File: src/rtl/dseq_pkg.sv
package dseq_pkg;
  parameter int DW = 8;
  localparam int AW = 2 * DW;
  localparam int WW = AW;
  localparam int NREG = 4;

  localparam logic [DW-1:0] PFX_Y = 8'h18;
  localparam logic [DW-1:0] PFX_D = 8'h1A;

  typedef enum logic [3:0] {
    ST_OPC, ST_OPC2, ST_ADR, ST_RDH, ST_RDL, ST_INT,
    ST_WRH, ST_WRL, ST_JRD, ST_PSHL, ST_PSHH
  } step_t;

  typedef enum logic [2:0] {K_LOAD, K_STORE, K_ADD, K_SUB, K_CMP, K_CALL, K_NONE} kind_t;
  typedef enum logic [1:0] {G_D, G_X, G_Y, G_S} greg_t;
  typedef enum logic [1:0] {PF_NONE, PF_Y, PF_D} pfx_t;

  typedef struct packed {
    logic  ok;
    kind_t kind;
    greg_t sel;
  } dec_t;

  function automatic logic [WW-1:0] word_add(input logic [WW-1:0] a, input logic [WW-1:0] b);
    return a + b;
  endfunction

  function automatic logic [WW-1:0] word_sub(input logic [WW-1:0] a, input logic [WW-1:0] b);
    return a - b;
  endfunction

  function automatic logic [AW-1:0] page_zero(input logic [DW-1:0] lo);
    return {{(AW-DW){1'b0}}, lo};
  endfunction

  function automatic logic [AW-1:0] link_addr(input logic [AW-1:0] pc);
    return pc + AW'(2);
  endfunction
endpackage

File: src/rtl/dseq_decode.sv
module dseq_decode
  import dseq_pkg::*;
(
  input  pfx_t            pfx,
  input  logic [DW-1:0]   code,
  output dec_t            dec
);
  always_comb begin
    dec = '{1'b0, K_NONE, G_D};
    case (pfx)
      PF_NONE: begin
        case (code)
          8'hDC: dec = '{1'b1, K_LOAD,  G_D};
          8'hDD: dec = '{1'b1, K_STORE, G_D};
          8'hDE: dec = '{1'b1, K_LOAD,  G_X};
          8'hDF: dec = '{1'b1, K_STORE, G_X};
          8'h9E: dec = '{1'b1, K_LOAD,  G_S};
          8'h9F: dec = '{1'b1, K_STORE, G_S};
          8'hD3: dec = '{1'b1, K_ADD,   G_D};
          8'h93: dec = '{1'b1, K_SUB,   G_D};
          8'h9C: dec = '{1'b1, K_CMP,   G_X};
          8'h9D: dec = '{1'b1, K_CALL,  G_S};
          default: ;
        endcase
      end
      PF_Y: begin
        case (code)
          8'hDE: dec = '{1'b1, K_LOAD,  G_Y};
          8'hDF: dec = '{1'b1, K_STORE, G_Y};
          8'h9C: dec = '{1'b1, K_CMP,   G_Y};
          default: ;
        endcase
      end
      PF_D: begin
        if (code == 8'h93) dec = '{1'b1, K_CMP, G_D};
      end
      default: ;
    endcase
  end
endmodule

File: src/rtl/dseq_bus.sv
module dseq_bus
  import dseq_pkg::*;
(
  input  step_t           step,
  input  pfx_t            pfx,
  input  logic [AW-1:0]   pc,
  input  logic [DW-1:0]   ea_lo,
  input  logic [AW-1:0]   sp,
  input  logic [WW-1:0]   st_val,
  output logic [AW-1:0]   addr,
  output logic            rw,
  output logic [DW-1:0]   dout
);
  logic [AW-1:0] ea_w;
  logic [AW-1:0] link;

  assign ea_w = page_zero(ea_lo);
  assign link = link_addr(pc);

  always_comb begin
    addr = pc;
    rw   = 1'b1;
    dout = '0;
    case (step)
      ST_OPC:  addr = pc;
      ST_OPC2: addr = pc + AW'(1);
      ST_ADR:  addr = (pfx == PF_NONE) ? pc + AW'(1) : pc + AW'(2);
      ST_RDH:  addr = ea_w;
      ST_RDL:  addr = ea_w + AW'(1);
      ST_INT:  addr = '1;
      ST_JRD:  addr = ea_w;
      ST_WRH: begin addr = ea_w;           rw = 1'b0; dout = st_val[WW-1:DW]; end
      ST_WRL: begin addr = ea_w + AW'(1);  rw = 1'b0; dout = st_val[DW-1:0]; end
      ST_PSHL: begin addr = sp;            rw = 1'b0; dout = link[DW-1:0]; end
      ST_PSHH: begin addr = sp - AW'(1);   rw = 1'b0; dout = link[AW-1:DW]; end
      default: addr = pc;
    endcase
  end
endmodule

File: src/rtl/dseq_regs.sv
module dseq_regs
  import dseq_pkg::*;
#(
  parameter logic [AW-1:0] RST_PC = 16'h0100,
  parameter logic [AW-1:0] RST_SP = 16'h01FF
) (
  input  logic            clk,
  input  logic            rst_n,
  input  logic            wr_en,
  input  greg_t           wr_sel,
  input  logic [WW-1:0]   wr_val,
  input  logic            pc_we,
  input  logic [AW-1:0]   pc_nxt,
  input  greg_t           rd_sel,
  output logic [WW-1:0]   rd_val,
  output logic [AW-1:0]   pc,
  output logic [WW-1:0]   d,
  output logic [WW-1:0]   x,
  output logic [WW-1:0]   y,
  output logic [WW-1:0]   sp
);
  logic [WW-1:0] gr [NREG];

  for (genvar g = 0; g < NREG; g++) begin : g_reg
    localparam logic [WW-1:0] INIT = (g == int'(G_S)) ? WW'(RST_SP) : '0;
    logic [WW-1:0] q;
    always_ff @(posedge clk or negedge rst_n) begin
      if (!rst_n)                               q <= INIT;
      else if (wr_en && wr_sel == greg_t'(g))   q <= wr_val;
    end
    assign gr[g] = q;
  end

  always_ff @(posedge clk or negedge rst_n) begin
    if (!rst_n)     pc <= RST_PC;
    else if (pc_we) pc <= pc_nxt;
  end

  assign rd_val = gr[rd_sel];
  assign d  = gr[G_D];
  assign x  = gr[G_X];
  assign y  = gr[G_Y];
  assign sp = gr[G_S];
endmodule

File: src/rtl/dseq_top.sv
module dseq_top
  import dseq_pkg::*;
#(
  parameter logic [AW-1:0] RST_PC = 16'h0100,
  parameter logic [AW-1:0] RST_SP = 16'h01FF
) (
  input  logic            clk,
  input  logic            rst_n,
  input  logic [DW-1:0]   din,
  output logic [AW-1:0]   addr,
  output logic            rw,
  output logic [DW-1:0]   dout,
  output logic            sync,
  output logic            bad_op,
  output logic [WW-1:0]   reg_d,
  output logic [WW-1:0]   reg_x,
  output logic [WW-1:0]   reg_y,
  output logic [AW-1:0]   reg_sp,
  output logic [AW-1:0]   reg_pc
);
  step_t         step_q, step_d;
  pfx_t          pfx_q, dec_pfx;
  kind_t         kind_q;
  greg_t         sel_q, wr_sel;
  logic [DW-1:0] ea_q, hi_q, lo_q;
  logic          bad_q, bad_now;
  logic [2:0]    run_q;
  dec_t          dec;
  logic          wr_en, pc_we;
  logic [WW-1:0] wr_val, st_val, opnd;
  logic [AW-1:0] pc_nxt, ins_len;
  logic          is_pfx;

  assign dec_pfx = (step_q == ST_OPC) ? PF_NONE : pfx_q;
  assign is_pfx  = (din == PFX_Y) || (din == PFX_D);
  assign ins_len = (pfx_q == PF_NONE) ? AW'(2) : AW'(3);
  assign opnd    = {hi_q, lo_q};

  dseq_decode u_dec (.pfx(dec_pfx), .code(din), .dec(dec));

  dseq_regs #(.RST_PC(RST_PC), .RST_SP(RST_SP)) u_regs (
    .clk(clk), .rst_n(rst_n),
    .wr_en(wr_en), .wr_sel(wr_sel), .wr_val(wr_val),
    .pc_we(pc_we), .pc_nxt(pc_nxt),
    .rd_sel(sel_q), .rd_val(st_val),
    .pc(reg_pc), .d(reg_d), .x(reg_x), .y(reg_y), .sp(reg_sp)
  );

  dseq_bus u_bus (
    .step(step_q), .pfx(pfx_q), .pc(reg_pc), .ea_lo(ea_q), .sp(reg_sp),
    .st_val(st_val), .addr(addr), .rw(rw), .dout(dout)
  );

  always_comb begin
    step_d  = step_q;
    wr_en   = 1'b0;
    wr_sel  = sel_q;
    wr_val  = '0;
    pc_we   = 1'b0;
    pc_nxt  = reg_pc + ins_len;
    bad_now = 1'b0;
    case (step_q)
      ST_OPC: begin
        if (is_pfx)      step_d = ST_OPC2;
        else if (dec.ok) step_d = ST_ADR;
        else begin
          bad_now = 1'b1;
          pc_we   = 1'b1;
          pc_nxt  = reg_pc + AW'(1);
        end
      end
      ST_OPC2: begin
        if (dec.ok) step_d = ST_ADR;
        else begin
          bad_now = 1'b1;
          pc_we   = 1'b1;
          pc_nxt  = reg_pc + AW'(2);
          step_d  = ST_OPC;
        end
      end
      ST_ADR: begin
        case (kind_q)
          K_STORE: step_d = ST_WRH;
          K_CALL:  step_d = ST_JRD;
          default: step_d = ST_RDH;
        endcase
      end
      ST_RDH: step_d = ST_RDL;
      ST_RDL: begin
        if (kind_q == K_LOAD) begin
          wr_en  = 1'b1;
          wr_val = {hi_q, din};
          pc_we  = 1'b1;
          step_d = ST_OPC;
        end else begin
          step_d = ST_INT;
        end
      end
      ST_INT: begin
        wr_sel = G_D;
        wr_en  = (kind_q == K_ADD) || (kind_q == K_SUB);
        wr_val = (kind_q == K_ADD) ? word_add(reg_d, opnd) : word_sub(reg_d, opnd);
        pc_we  = 1'b1;
        step_d = ST_OPC;
      end
      ST_WRH: step_d = ST_WRL;
      ST_WRL: begin
        pc_we  = 1'b1;
        step_d = ST_OPC;
      end
      ST_JRD:  step_d = ST_PSHL;
      ST_PSHL: step_d = ST_PSHH;
      ST_PSHH: begin
        wr_en  = 1'b1;
        wr_sel = G_S;
        wr_val = reg_sp - WW'(2);
        pc_we  = 1'b1;
        pc_nxt = page_zero(ea_q);
        step_d = ST_OPC;
      end
      default: step_d = ST_OPC;
    endcase
  end

  always_ff @(posedge clk or negedge rst_n) begin
    if (!rst_n) begin
      step_q <= ST_OPC;
      pfx_q  <= PF_NONE;
      kind_q <= K_NONE;
      sel_q  <= G_D;
      ea_q   <= '0;
      hi_q   <= '0;
      lo_q   <= '0;
      bad_q  <= 1'b0;
      run_q  <= '0;
    end else begin
      step_q <= step_d;
      bad_q  <= bad_now;
      run_q  <= (step_d == ST_OPC) ? 3'd0 : run_q + 3'd1;
      case (step_q)
        ST_OPC: begin
          if (din == PFX_Y)      pfx_q <= PF_Y;
          else if (din == PFX_D) pfx_q <= PF_D;
          else                   pfx_q <= PF_NONE;
          if (dec.ok) begin
            kind_q <= dec.kind;
            sel_q  <= dec.sel;
          end
        end
        ST_OPC2: begin
          if (dec.ok) begin
            kind_q <= dec.kind;
            sel_q  <= dec.sel;
          end
        end
        ST_ADR: ea_q <= din;
        ST_RDH: hi_q <= din;
        ST_RDL: lo_q <= din;
        default: ;
      endcase
    end
  end

  assign sync   = (step_q == ST_OPC);
  assign bad_op = bad_q;


  ea_page_chk: assert property (@(posedge clk) disable iff (!rst_n)
    (step_q inside {ST_RDH, ST_WRH, ST_JRD}) |-> (addr[AW-1:DW] == '0));


  wr_pair_chk: assert property (@(posedge clk) disable iff (!rst_n)
    (!rw && step_q == ST_WRH) |=> (!rw && addr == $past(addr) + AW'(1)));


  int_cycle_chk: assert property (@(posedge clk) disable iff (!rst_n)
    (step_q == ST_INT) |-> (rw && addr == '1));


  len_chk: assert property (@(posedge clk) disable iff (!rst_n)
    run_q <= 3'd5);


  call_end_chk: assert property (@(posedge clk) disable iff (!rst_n)
    (step_q == ST_PSHH) |=> (reg_sp == $past(reg_sp) - AW'(2) && reg_pc == page_zero($past(ea_q))));


  bad_sync_chk: assert property (@(posedge clk) disable iff (!rst_n)
    bad_op |-> sync);


  sync_read_chk: assert property (@(posedge clk) disable iff (!rst_n)
    sync |-> (rw && run_q == 3'd0));
endmodule

File: config.mk
export PLATFORM = sky130hd
export DESIGN_NAME = dseq_top
export DESIGN_NICKNAME = d
export VERILOG_FILES = /design/src/rtl/dseq_pkg.sv /design/src/rtl/dseq_decode.sv /design/src/rtl/dseq_bus.sv /design/src/rtl/dseq_regs.sv /design/src/rtl/dseq_top.sv
export SDC_FILE = /design/constraint.sdc
export NUM_CORES = 1
export LEC_CHECK = 0
export BUFFER_PORTS_ARGS = -buffer_cell sky130_fd_sc_hd__buf_2
export CAP_MARGIN = 15
export CORE_MARGIN = 2
export CORE_UTILIZATION = 31
export CTS_CLUSTER_SIZE = 12
export DETAILED_ROUTE_END_ITERATION = 10
export GPL_TIMING_DRIVEN = 0
export PLACE_DENSITY_LB_ADDON = 0.08
export SLEW_MARGIN = 0
export SYNTH_ARGS = -nofsm -noshare
export SYNTH_HDL_FRONTEND = slang
export SYNTH_SLANG_ARGS = --single-unit
File: constraint.sdc
create_clock -name clk -period 5.05 [get_ports clk]
set_input_delay 0.2525 -clock clk [delete_from_list [all_inputs] [get_ports clk]]
set_output_delay 0.2525 -clock clk [all_outputs]
set_load 0.01 [all_outputs]
==> results.ini, run 1 <==
[finish]
num_antenna_cells = 0
drive_gt1_frac = 0.1740
synthToLayoutAreaGrowth_pct = 18.86
fin_cells = 1677
final_net_count = 1313
fin_util = 0.3718
nFillCells = 3131

[timing]
rsz0062_at_grt = no
slew_headroom = 0.1187
fin_skew_ps = 13.65
tns_ps = 0
min_period_ps = 4325
fin_hold_ws_ps = 197.0
max_slew.worst_pin.slew_ps = 1308
final-max-slew-violation-count = 0
fin_crit_sh = 0.8565
finalWorstSetupSlack_ps = 724.7
setup_viol = 0
hold_viol = 0
fmax_ghz = 0.2312

[routing]
via_per_inst = 5.815
m1WireLength_mm = 18.30
route.top_layer_used = met4
wl_per_cell_um = 25.10
drt_iter0_markers = 867
drtPass1Iterations = 6
vias = 9752
routed-wl-met2_mm = 19.41
wl_met3_mm = 2.814
wirelength_mm = 42.10
drc = 0
drtAntennaViolNets = 0

[synthesis]
synth.most_common_cell = nand2_1
synth_common_cells = nand2_1 (164), o21ai_0 (109), dfrtp_1 (104)
synthArstFlopShare = 1.000
synth_top_cell_by_area = dfrtp_1
synth_top_area_frac = 0.2830
ys_warn_count = 0
synth_area_leaders = dfrtp_1 (28%), nand2_1 (6.7%), o21ai_0 (5.9%)
synth-main-ff-cell = dfrtp_1
avgSynthCellArea_sq_um = 8.088
synth_edf_count = 0
yosysUniqueCellTypes = 90
seq_area_frac_synth = 0.3173
syn_nets = 1176
netlist_instances = 1137
synth_area_sq_mm = 0.009196
synth_seq_cells = 116

[run]
cap_viol_max_count = 0

[grt]
antenna_found_initial = 0
gr-usage-all-layers = 0.2722
grt_pass1_vias = 9300
grt_max_degree = 90
grt_overflow = 0
grt_first_pass_wirelength_mm = 62.08

[power]
p_clk_frac = 0.188
pwr-share-seq = 0.221
power_frac_comb = 0.591
ir_drop_uv = 331.1
intPower_mw = 3.635
switchingPower_mw = 3.575
p_sw_frac = 0.4959
leakage_nw = 4.455
power_density_mw_per_mm2 = 659.6

[setup_path]
slowest_delay_ps = 630
cp_max_fo = 8
path_buf_inv = 3
crit_required_ps = 4800
worstPathCellList = ha_1, and3_1, clkbuf_1, and3_1, clkbuf_1, nand3_1, xor2_1, o2111ai_1, o21a_1, o22a_1, buf_2
slowest_stage = dfrtp_1
crit_type = flop to primary output
cp-start-kind = flop
worstSetupEndpointType = primary output
cpLargestDelayFamily = buffers and inverters
cp.arrival_ps = 4070

[floorplan]
ios = 117
fp.dieH_um = 176.2
die_x_um = 176.2
rows = 63
coreArea_sq_mm = 0.02940
die_area_sq_mm = 0.03106
start_util = 0.3128

[cts]
clock_sinks = 116
cts_tree = done
cts_root_buffer = clkbuf_16
clkLatencyLatePin_ps = 430
htreeDepth = 4
cts_setup_buffers = 0
path_clk_slew_ps = 60
clock_path_buffers = 2
cts_resized = 0
cts_buffers = 17

[placed_design]
portBuffers = 115
place_hpwl_mm = 31.83
routabilityCongestion = 0.9009
place_worst_setup_slack_ps = 849.2
dp_cells = 1644

[outcome]
status = complete, no violations

[hold_path]
holdCritPathClass = input port to flop

## per-layer routing
| layer | track usage | vias up |
|---|---|---|
| met4 | 0.1067 | 0 |
| met3 | 0.03833 | 74 |
| met2 | 0.4373 | 476 |
| li1 | - | 4448 |
| met5 | 0 | - |
| met1 | 0.3703 | 4754 |
## state kept, by name (all words and copies together), names as in the netlist
name	count
lo_q	8
u_regs.x	16
sel_q	2
hi_q	8
u_regs.sp	16
kind_q	3
u_regs.pc	16
step_q	4
ea_q	8
u_regs.d	16
u_regs.y	16
bad_op	1
pfx_q	2
## cells by family after synthesis
kind of cell,synth area share
flops,0.3173
compound gates,0.2524
mux,0.06191
simple gates,0.2076
fa+ha+maj,0.04027
xor+xnor,0.07143
buf+inv,0.04912
## repair_timing
action / CTS / global route
setup endpoints to repair: 0 / 0
endpoints found under the hold margin: 27 / 0
hold buffers: 1 / 0
## power groups by stage
| stage | Sequential, mW | Clock, mW | Combinational, mW |
|---|---|---|---|
| 2_1_floorplan | 1.47 | 0 | 2.88 |
| 3_3_place_gp | 1.61 | 0 | 4.20 |
| 3_5_place_dp | 1.60 | 0 | 4.20 |
| 4_1_cts | 1.59 | 1.36 | 4.22 |
| 5_1_grt | 1.62 | 1.41 | 4.66 |
| 6_report | 1.60 | 1.35 | 4.26 |
## tightest hold or removal path: stages
cell and delay [ps]:
buf_2 190, nand2_1 90, nand2_1 50
## cell usage in the layout (no fill, tap or decap), types with 7 or more instances in the layout
cell and instances:
o22ai_1 12, nand4_1 9, clkbuf_1 65, dfstp_2 12
inv_1 24, a22oi_1 14, nor2b_1 7, nor3_1 34
nor4_1 8, ha_1 28, xor2_1 30, nand3_1 31
o21ai_0 109, nand2b_1 9, xnor2_1 45, mux4_2 16
mux2_2 15, nand2_1 164, a222oi_1 7, dfrtp_1 104
and3_1 10, o211ai_1 8, buf_2 124, o221ai_1 12
o31ai_1 14, a21oi_1 95, nor2_1 100, clkbuf_16 17
a31oi_1 13
## worst paths after layout
path,slack [ps],end,from,depth (start not counted)
max in group asynchronous,4000,u_regs.sp[7],rst_n,3
setup / recovery,720,addr[9],u_regs.pc[1],11
setup reg to reg,790,u_regs.x[11],lo_q[3],13
hold reg to reg,510,u_regs.y[2],u_regs.y[2],2
min in group asynchronous,270,pfx_q[0],rst_n,2
hold / removal,200,ea_q[4],din[4],3
## per-stage QoR
step | instance area (sq um) | total power [mW]
final | 10930 | 7.210
after floorplan | 9196 | 4.354
after detailed placement | 10300 | 5.804
after CTS | 10930 | 7.175
after global placement | 10260 | 5.804
after global routing | 10930 | 7.694
## cell type report
class	count	area, sq um	share of cell area
Timing Repair Buffer	118	624.3	0.05712
Tap cell	390	488.0	0.04464
Clock buffer	17	425.4	0.03892
Sequential cell	116	2918	0.2669
Clock inverter	15	196.4	0.01797
Buffer	83	341.6	0.03125
Inverter	26	110.1	0.01007
Multi-Input combinational cell	912	5827	0.5331
Note: power is estimated with default switching activity, not from simulation.
==> inputs of run 2 (changes only) <==
--- a/config.mk
+++ b/config.mk
@@ -8,7 +8,7 @@
 export BUFFER_PORTS_ARGS = -buffer_cell sky130_fd_sc_hd__buf_2
 export CAP_MARGIN = 15
 export CORE_MARGIN = 2
-export CORE_UTILIZATION = 31
+export CORE_UTILIZATION = 60
 export CTS_CLUSTER_SIZE = 12
 export DETAILED_ROUTE_END_ITERATION = 10
 export GPL_TIMING_DRIVEN = 0
==> run 2 against run 1 <==
Compared with the run above:
- core utilization is 33 points higher
- wire length is 15% lower
- first-iteration DRC count is 66% higher
- critical endpoint is now addr[15]
- critical path depth is 1 higher
- hold slack worse by 32 ps
- count of clock-buffer cells in the layout is 1 higher
- worst setup slack better by 260 ps
- flip-flop and latch count stayed put
==> results.ini, run 2 (synthesis results as in run 1) <==
[routing]
via_per_inst = 6.942
wl_per_cell_um = 24.33
drtPass1Iterations = 7
vias = 10240
drc = 0
drt_iter0_markers = 1440
drtAntennaViolNets = 0
wirelength_mm = 35.88

[power]
power_frac_comb = 0.603
ir_drop_uv = 753.2
power_density_mw_per_mm2 = 661.7
intPower_mw = 3.539
pwr-share-seq = 0.224
p_clk_frac = 0.173
power_mw = 7.036
leakage_nw = 4.431
p_sw_frac = 0.4970
switchingPower_mw = 3.497

[timing]
final-max-slew-violation-count = 0
tns_ps = 0
fmax_ghz = 0.2461
slew_headroom = 0.2252
max_slew.worst_pin.slew_ps = 1153
hold_viol = 0
min_period_ps = 4064
rsz0062_at_grt = no
setup_viol = 0
fin_crit_sh = 0.8047
fin_skew_ps = 18.97

[cts]
htreeDepth = 4
clock_sinks = 116
clkLatencyLatePin_ps = 440
cts_resized = 0
cts_tree = done
cts_root_buffer = clkbuf_16
cts_buffers = 17
clock_path_buffers = 2
path_clk_slew_ps = 60

[placed_design]
place_hpwl_mm = 26.53
routabilityCongestion = 1.001
portBuffers = 115
place_area_sq_mm = 0.01005

[grt]
grt_max_degree = 93
gr-usage-all-layers = 0.4439
grt_first_pass_wirelength_mm = 54.90
grt_pass1_vias = 9571
antenna_found_initial = 0
grt_overflow = 0

[floorplan]
die_x_um = 127.8
coreArea_sq_mm = 0.01509
fp.dieH_um = 127.8
start_util = 0.6095
rows = 45
die_area_sq_mm = 0.01633
ios = 117

[setup_path]
cp_max_fo = 8
crit_type = flop to primary output
path_buf_inv = 3
r2r-start = lo_q[3]
worstSetupEndpointType = primary output
worstPathCellList = ha_1, and3_1, clkbuf_1, and3_1, clkbuf_1, nand2_1, nor2_1, xnor2_1, o21ai_0, o31a_1, o32a_1, buf_2
slowest_delay_ps = 600
slowest_stage = dfrtp_1
crit_required_ps = 4800
startpoint = u_regs.pc[1]
cp.arrival_ps = 3810
cpLargestDelayFamily = buffers and inverters
cp-start-kind = flop

[finish]
final_net_count = 1313
synthToLayoutAreaGrowth_pct = 15.62
finalInstanceArea_sq_mm = 0.01063
drive_gt1_frac = 0.1733
nFillCells = 1269
num_antenna_cells = 0
layout_commonest_cell = nand2_1
final_cell_mix = nand2_1 (164), buf_2 (123), o21ai_0 (109)

[run]
cap_viol_max_count = 0

[hold_path]
min_from = din[5]
holdCritPathClass = input port to flop

[outcome]
status = complete, no violations

## run 2: cell types whose count changed in the layout (fill, tap and decap cells not counted)
| cell | delta |
|---|---|
| bufinv_16 | -2 |
| clkinv_4 | +1 |
| buf_4 | +1 |
| clkbuf_1 | +1 |
| buf_2 | -1 |
## run 2: power groups by stage
stage,combinational [mW],clock [mW],sequential (mW)
2_1_floorplan,2.88,0,1.47
3_3_place_gp,4.02,0,1.56
3_5_place_dp,4.09,0,1.56
4_1_cts,4.13,1.20,1.55
5_1_grt,4.58,1.26,1.59
6_report,4.24,1.22,1.58
## run 2: layout make-up
class | instances | area [sq um] | area share
Multi-Input combinational cell | 912 | 5827 | 0.5480
Sequential cell | 116 | 2918 | 0.2744
Timing Repair Buffer | 118 | 626.9 | 0.05896
Clock buffer | 18 | 429.2 | 0.04036
Buffer | 83 | 341.6 | 0.03213
Tap cell | 188 | 235.2 | 0.02212
Clock inverter | 14 | 145.1 | 0.01365
Inverter | 26 | 110.1 | 0.01036
## run 2: per-layer routing
metal / vias to the layer above / wire [um] / GRT usage / part of all wire
li1: 4449 / - / - / -
met1: 4783 / 13170 / 0.5723 / 0.37
met2: 842 / 15890 / 0.6757 / 0.44
met3: 165 / 4304 / 0.09224 / 0.12
met4: 0 / 2515 / 0.2980 / 0.070
met5: - / 0 / 0 / 0
## run 2: worst paths after layout
path | endpoint | cells after the start | slack (ps)
min in group asynchronous | u_regs.pc[4] | 2 | 240
hold reg to reg | u_regs.y[5] | 2 | 510
setup / recovery | addr[15] | 12 | 990
hold / removal | ea_q[5] | 3 | 170
setup reg to reg | u_regs.d[11] | 13 | 990
max in group asynchronous | u_regs.sp[7] | 3 | 4030
## run 2: repair_timing
action,in CTS,in global routing
hold buffers,1,0
endpoints found under the hold margin,24,0
buffers inserted,0,0
## run 2: tightest hold or removal path, stage by stage
cell and delay [ps]:
buf_2 180, nand2_1 80, nand2_1 40
## run 2: metrics by stage
stage          worst slack (ps)  hold slack (ps)  instances  utilization
2_1_floorplan              1985           -43.09       1137            -
3_3_place_gp               1151            481.0       1440       0.6632
3_5_place_dp               1122            130.8       1442       0.6659
4_1_cts                    1059            155.2       1475       0.7046
5_1_grt                   671.1            204.1       1475       0.7046
6_report                  986.1            165.4       1475       0.7046
==> inputs of run 3 (changes only) <==
--- a/config.mk
+++ b/config.mk
@@ -8,7 +8,7 @@
 export BUFFER_PORTS_ARGS = -buffer_cell sky130_fd_sc_hd__buf_2
 export CAP_MARGIN = 15
 export CORE_MARGIN = 2
-export CORE_UTILIZATION = 60
+export CORE_UTILIZATION = 54
 export CTS_CLUSTER_SIZE = 12
 export DETAILED_ROUTE_END_ITERATION = 10
 export GPL_TIMING_DRIVEN = 0
==> constraint.sdc (replaced) <==
create_clock -name clk -period 3.3 [get_ports clk]
set_input_delay 0.165 -clock clk [delete_from_list [all_inputs] [get_ports clk]]
set_output_delay 0.165 -clock clk [all_outputs]
set_load 0.01 [all_outputs]
==> run 3 against run 2 <==
Compared with the run above:
- cell count up 3.4%
- core utilization down 3.2 points
- first-iteration DRC count down 3.9%
- wire length up 5.8%
- via count up 1.2%
- sequential share of layout area down 1.3 points
- power up 65%
- final area up 5.3%
- global-route usage down 2.4 points
- hold slack worse by 78 ps
- critical path type is now flop to flop
- largest power group unchanged
==> results.ini, run 3 (synthesis results as in run 1) <==
[outcome]
status = complete, no violations

[finish]
layout_commonest_cell = nand2_1
regArea_sq_mm = 0.002923
drive_gt1_frac = 0.2414
synthToLayoutAreaGrowth_pct = 21.74
nFillCells = 1365
multi_input_area_sq_mm = 0.006176
num_antenna_cells = 0
finalInstanceArea_sq_mm = 0.01120
final_cell_mix = nand2_1 (160), buf_2 (122), o21ai_0 (102)
final_net_count = 1331

[timing]
fin_hold_ws_ps = 87.68
fin_skew_ps = 11.94
finalWorstSetupSlack_ps = 3.300
slew_headroom = 0.3237
max_slew.worst_pin.slew_ps = 1011
hold_viol = 0
final-max-slew-violation-count = 0
fmax_ghz = 0.3033
fin_crit_sh = 0.9990
min_period_ps = 3297
rsz0062_at_grt = yes
setup_viol = 0

[routing]
wirelength_mm = 37.97
drtAntennaViolNets = 0
vias = 10360
drc = 0
wl_per_cell_um = 24.90
via_per_inst = 6.795
drtPass1Iterations = 7
drt_iter0_markers = 1384

[floorplan]
start_util = 0.5526
rows = 47
fp.dieH_um = 134.5
die_x_um = 134.5
ios = 117
die_area_sq_mm = 0.01809
coreArea_sq_mm = 0.01664

[placed_design]
place_worst_setup_slack_ps = -747.9
routabilityCongestion = 1.015
place_area_sq_mm = 0.01008
place_hpwl_mm = 27.42
portBuffers = 115

[grt]
grt_max_degree = 76
busiest_layer = met2
gr-usage-all-layers = 0.4201
grt_first_pass_wirelength_mm = 57.45
gr-usage-met1 = 0.5665
grt_pass1_vias = 9578
grt_use_met2 = 0.6378
grt_use_met3 = 0.07808
antenna_found_initial = 0
grt_overflow = 0

[setup_path]
crit_type = flop to flop
worstSetupEndpointType = flop
worstPathCellList = nor4_4, nand2_2, nor3_4, nor2_2, xnor2_2, ha_4, nand4_1, o31ai_2, a21oi_1, xnor2_1, a222oi_1, buf_4, o21ai_1
cp-start-kind = flop
cp.arrival_ps = 3600
slowest_stage = dfrtp_2
slowest_delay_ps = 440
cp_max_fo = 8
crit_required_ps = 3600
r2r_slack_ps = 3

[power]
p_sw_frac = 0.4936
switchingPower_mw = 5.729
ir_drop_uv = 949.6
leakage_nw = 4.617
power_density_mw_per_mm2 = 1037
intPower_mw = 5.878
pwr-share-seq = 0.214
power_frac_comb = 0.630
p_clk_frac = 0.156

[cts]
clock_sinks = 116
cts_buffers = 17
htreeDepth = 4
clock_path_buffers = 2
cts_root_buffer = clkbuf_16
cts_tree = done
path_clk_slew_ps = 60
clkLatencyLatePin_ps = 430

[run]
cap_viol_max_count = 0

[hold_path]
holdCritPathClass = input port to flop

[run 3: cell count changes in the layout (fill, tap and decap cells not counted), sizes merged]
cell	previous run	this run
clkinv	6	5
inv	31	27
clkbuf	83	76
buf	135	160
clkinvlp	2	7
[run 3: worst max-delay path, delay by kind of cell, from the launching register on]
family / cells / cell delay [ps]
AND/OR/NAND/NOR: 5 / 980
AO/OA/AOI/OAI: 4 / 830
flip-flops: 1 / 440
XOR/XNOR: 2 / 360
adder cells (fa/ha/maj): 1 / 340
buffers and inverters: 1 / 220
[run 3: timing repair]
action | 4_1_cts | 5_1_grt
gates resized for setup | 37 | 63
pin swaps | 8 | 35
hold buffers | 1 | 0
setup endpoints to repair | 47 | 39
buffers inserted | 10 | 19
hold endpoints to repair | 41 | 0
[run 3: power by group through the flow]
stage	registers, mW	clock network, mW	logic (mW)
floorplan	2.26	0	4.41
global placement	2.40	0	6.17
detailed placement	2.40	0	6.25
CTS	2.40	1.82	6.50
global route	2.51	1.87	7.85
finish	2.48	1.81	7.31
[run 3: cell type report]
type,count,share of cell area
multi-input combinational,912,0.5516
sequential,116,0.2611
timing repair buffer,146,0.07477
clock buffer,18,0.03833
buffer,73,0.02783
tap,220,0.02459
clock inverter,14,0.01173
inverter,26,0.01006
[run 3: path summary, 6_finish.rpt]
path / startpoint / depth (start not counted) / endpoint
worst max-delay path: lo_q[0] / 13 / u_regs.x[11]
worst min-delay path: din[4] / 3 / ea_q[4]
worst max register to register: lo_q[0] / 13 / u_regs.x[11]
worst min register to register: u_regs.y[8] / 2 / u_regs.y[8]
max in group asynchronous: rst_n / 3 / u_regs.sp[6]
min in group asynchronous: rst_n / 2 / pfx_q[0]
[run 3: layer usage]
metal / share of wire / routed length (um)
met4: 0.068 / 2581
met5: 0 / 0
met1: 0.39 / 14820
met2: 0.44 / 16610
met3: 0.10 / 3960
[run 3: metrics by stage]
| stage | cells | utilization | setup TNS, ps | total power [mW] |
|---|---|---|---|---|
| global route | 1525 | 0.6727 | -1023 | 12.23 |
| detailed placement | 1473 | 0.6057 | -11350 | 8.648 |
| global placement | 1472 | 0.6037 | -9999 | 8.567 |
| CTS | 1513 | 0.6537 | 0 | 10.71 |
| floorplan | 1137 | - | 0 | 6.663 |
| finish | 1525 | 0.6727 | 0 | 11.61 |
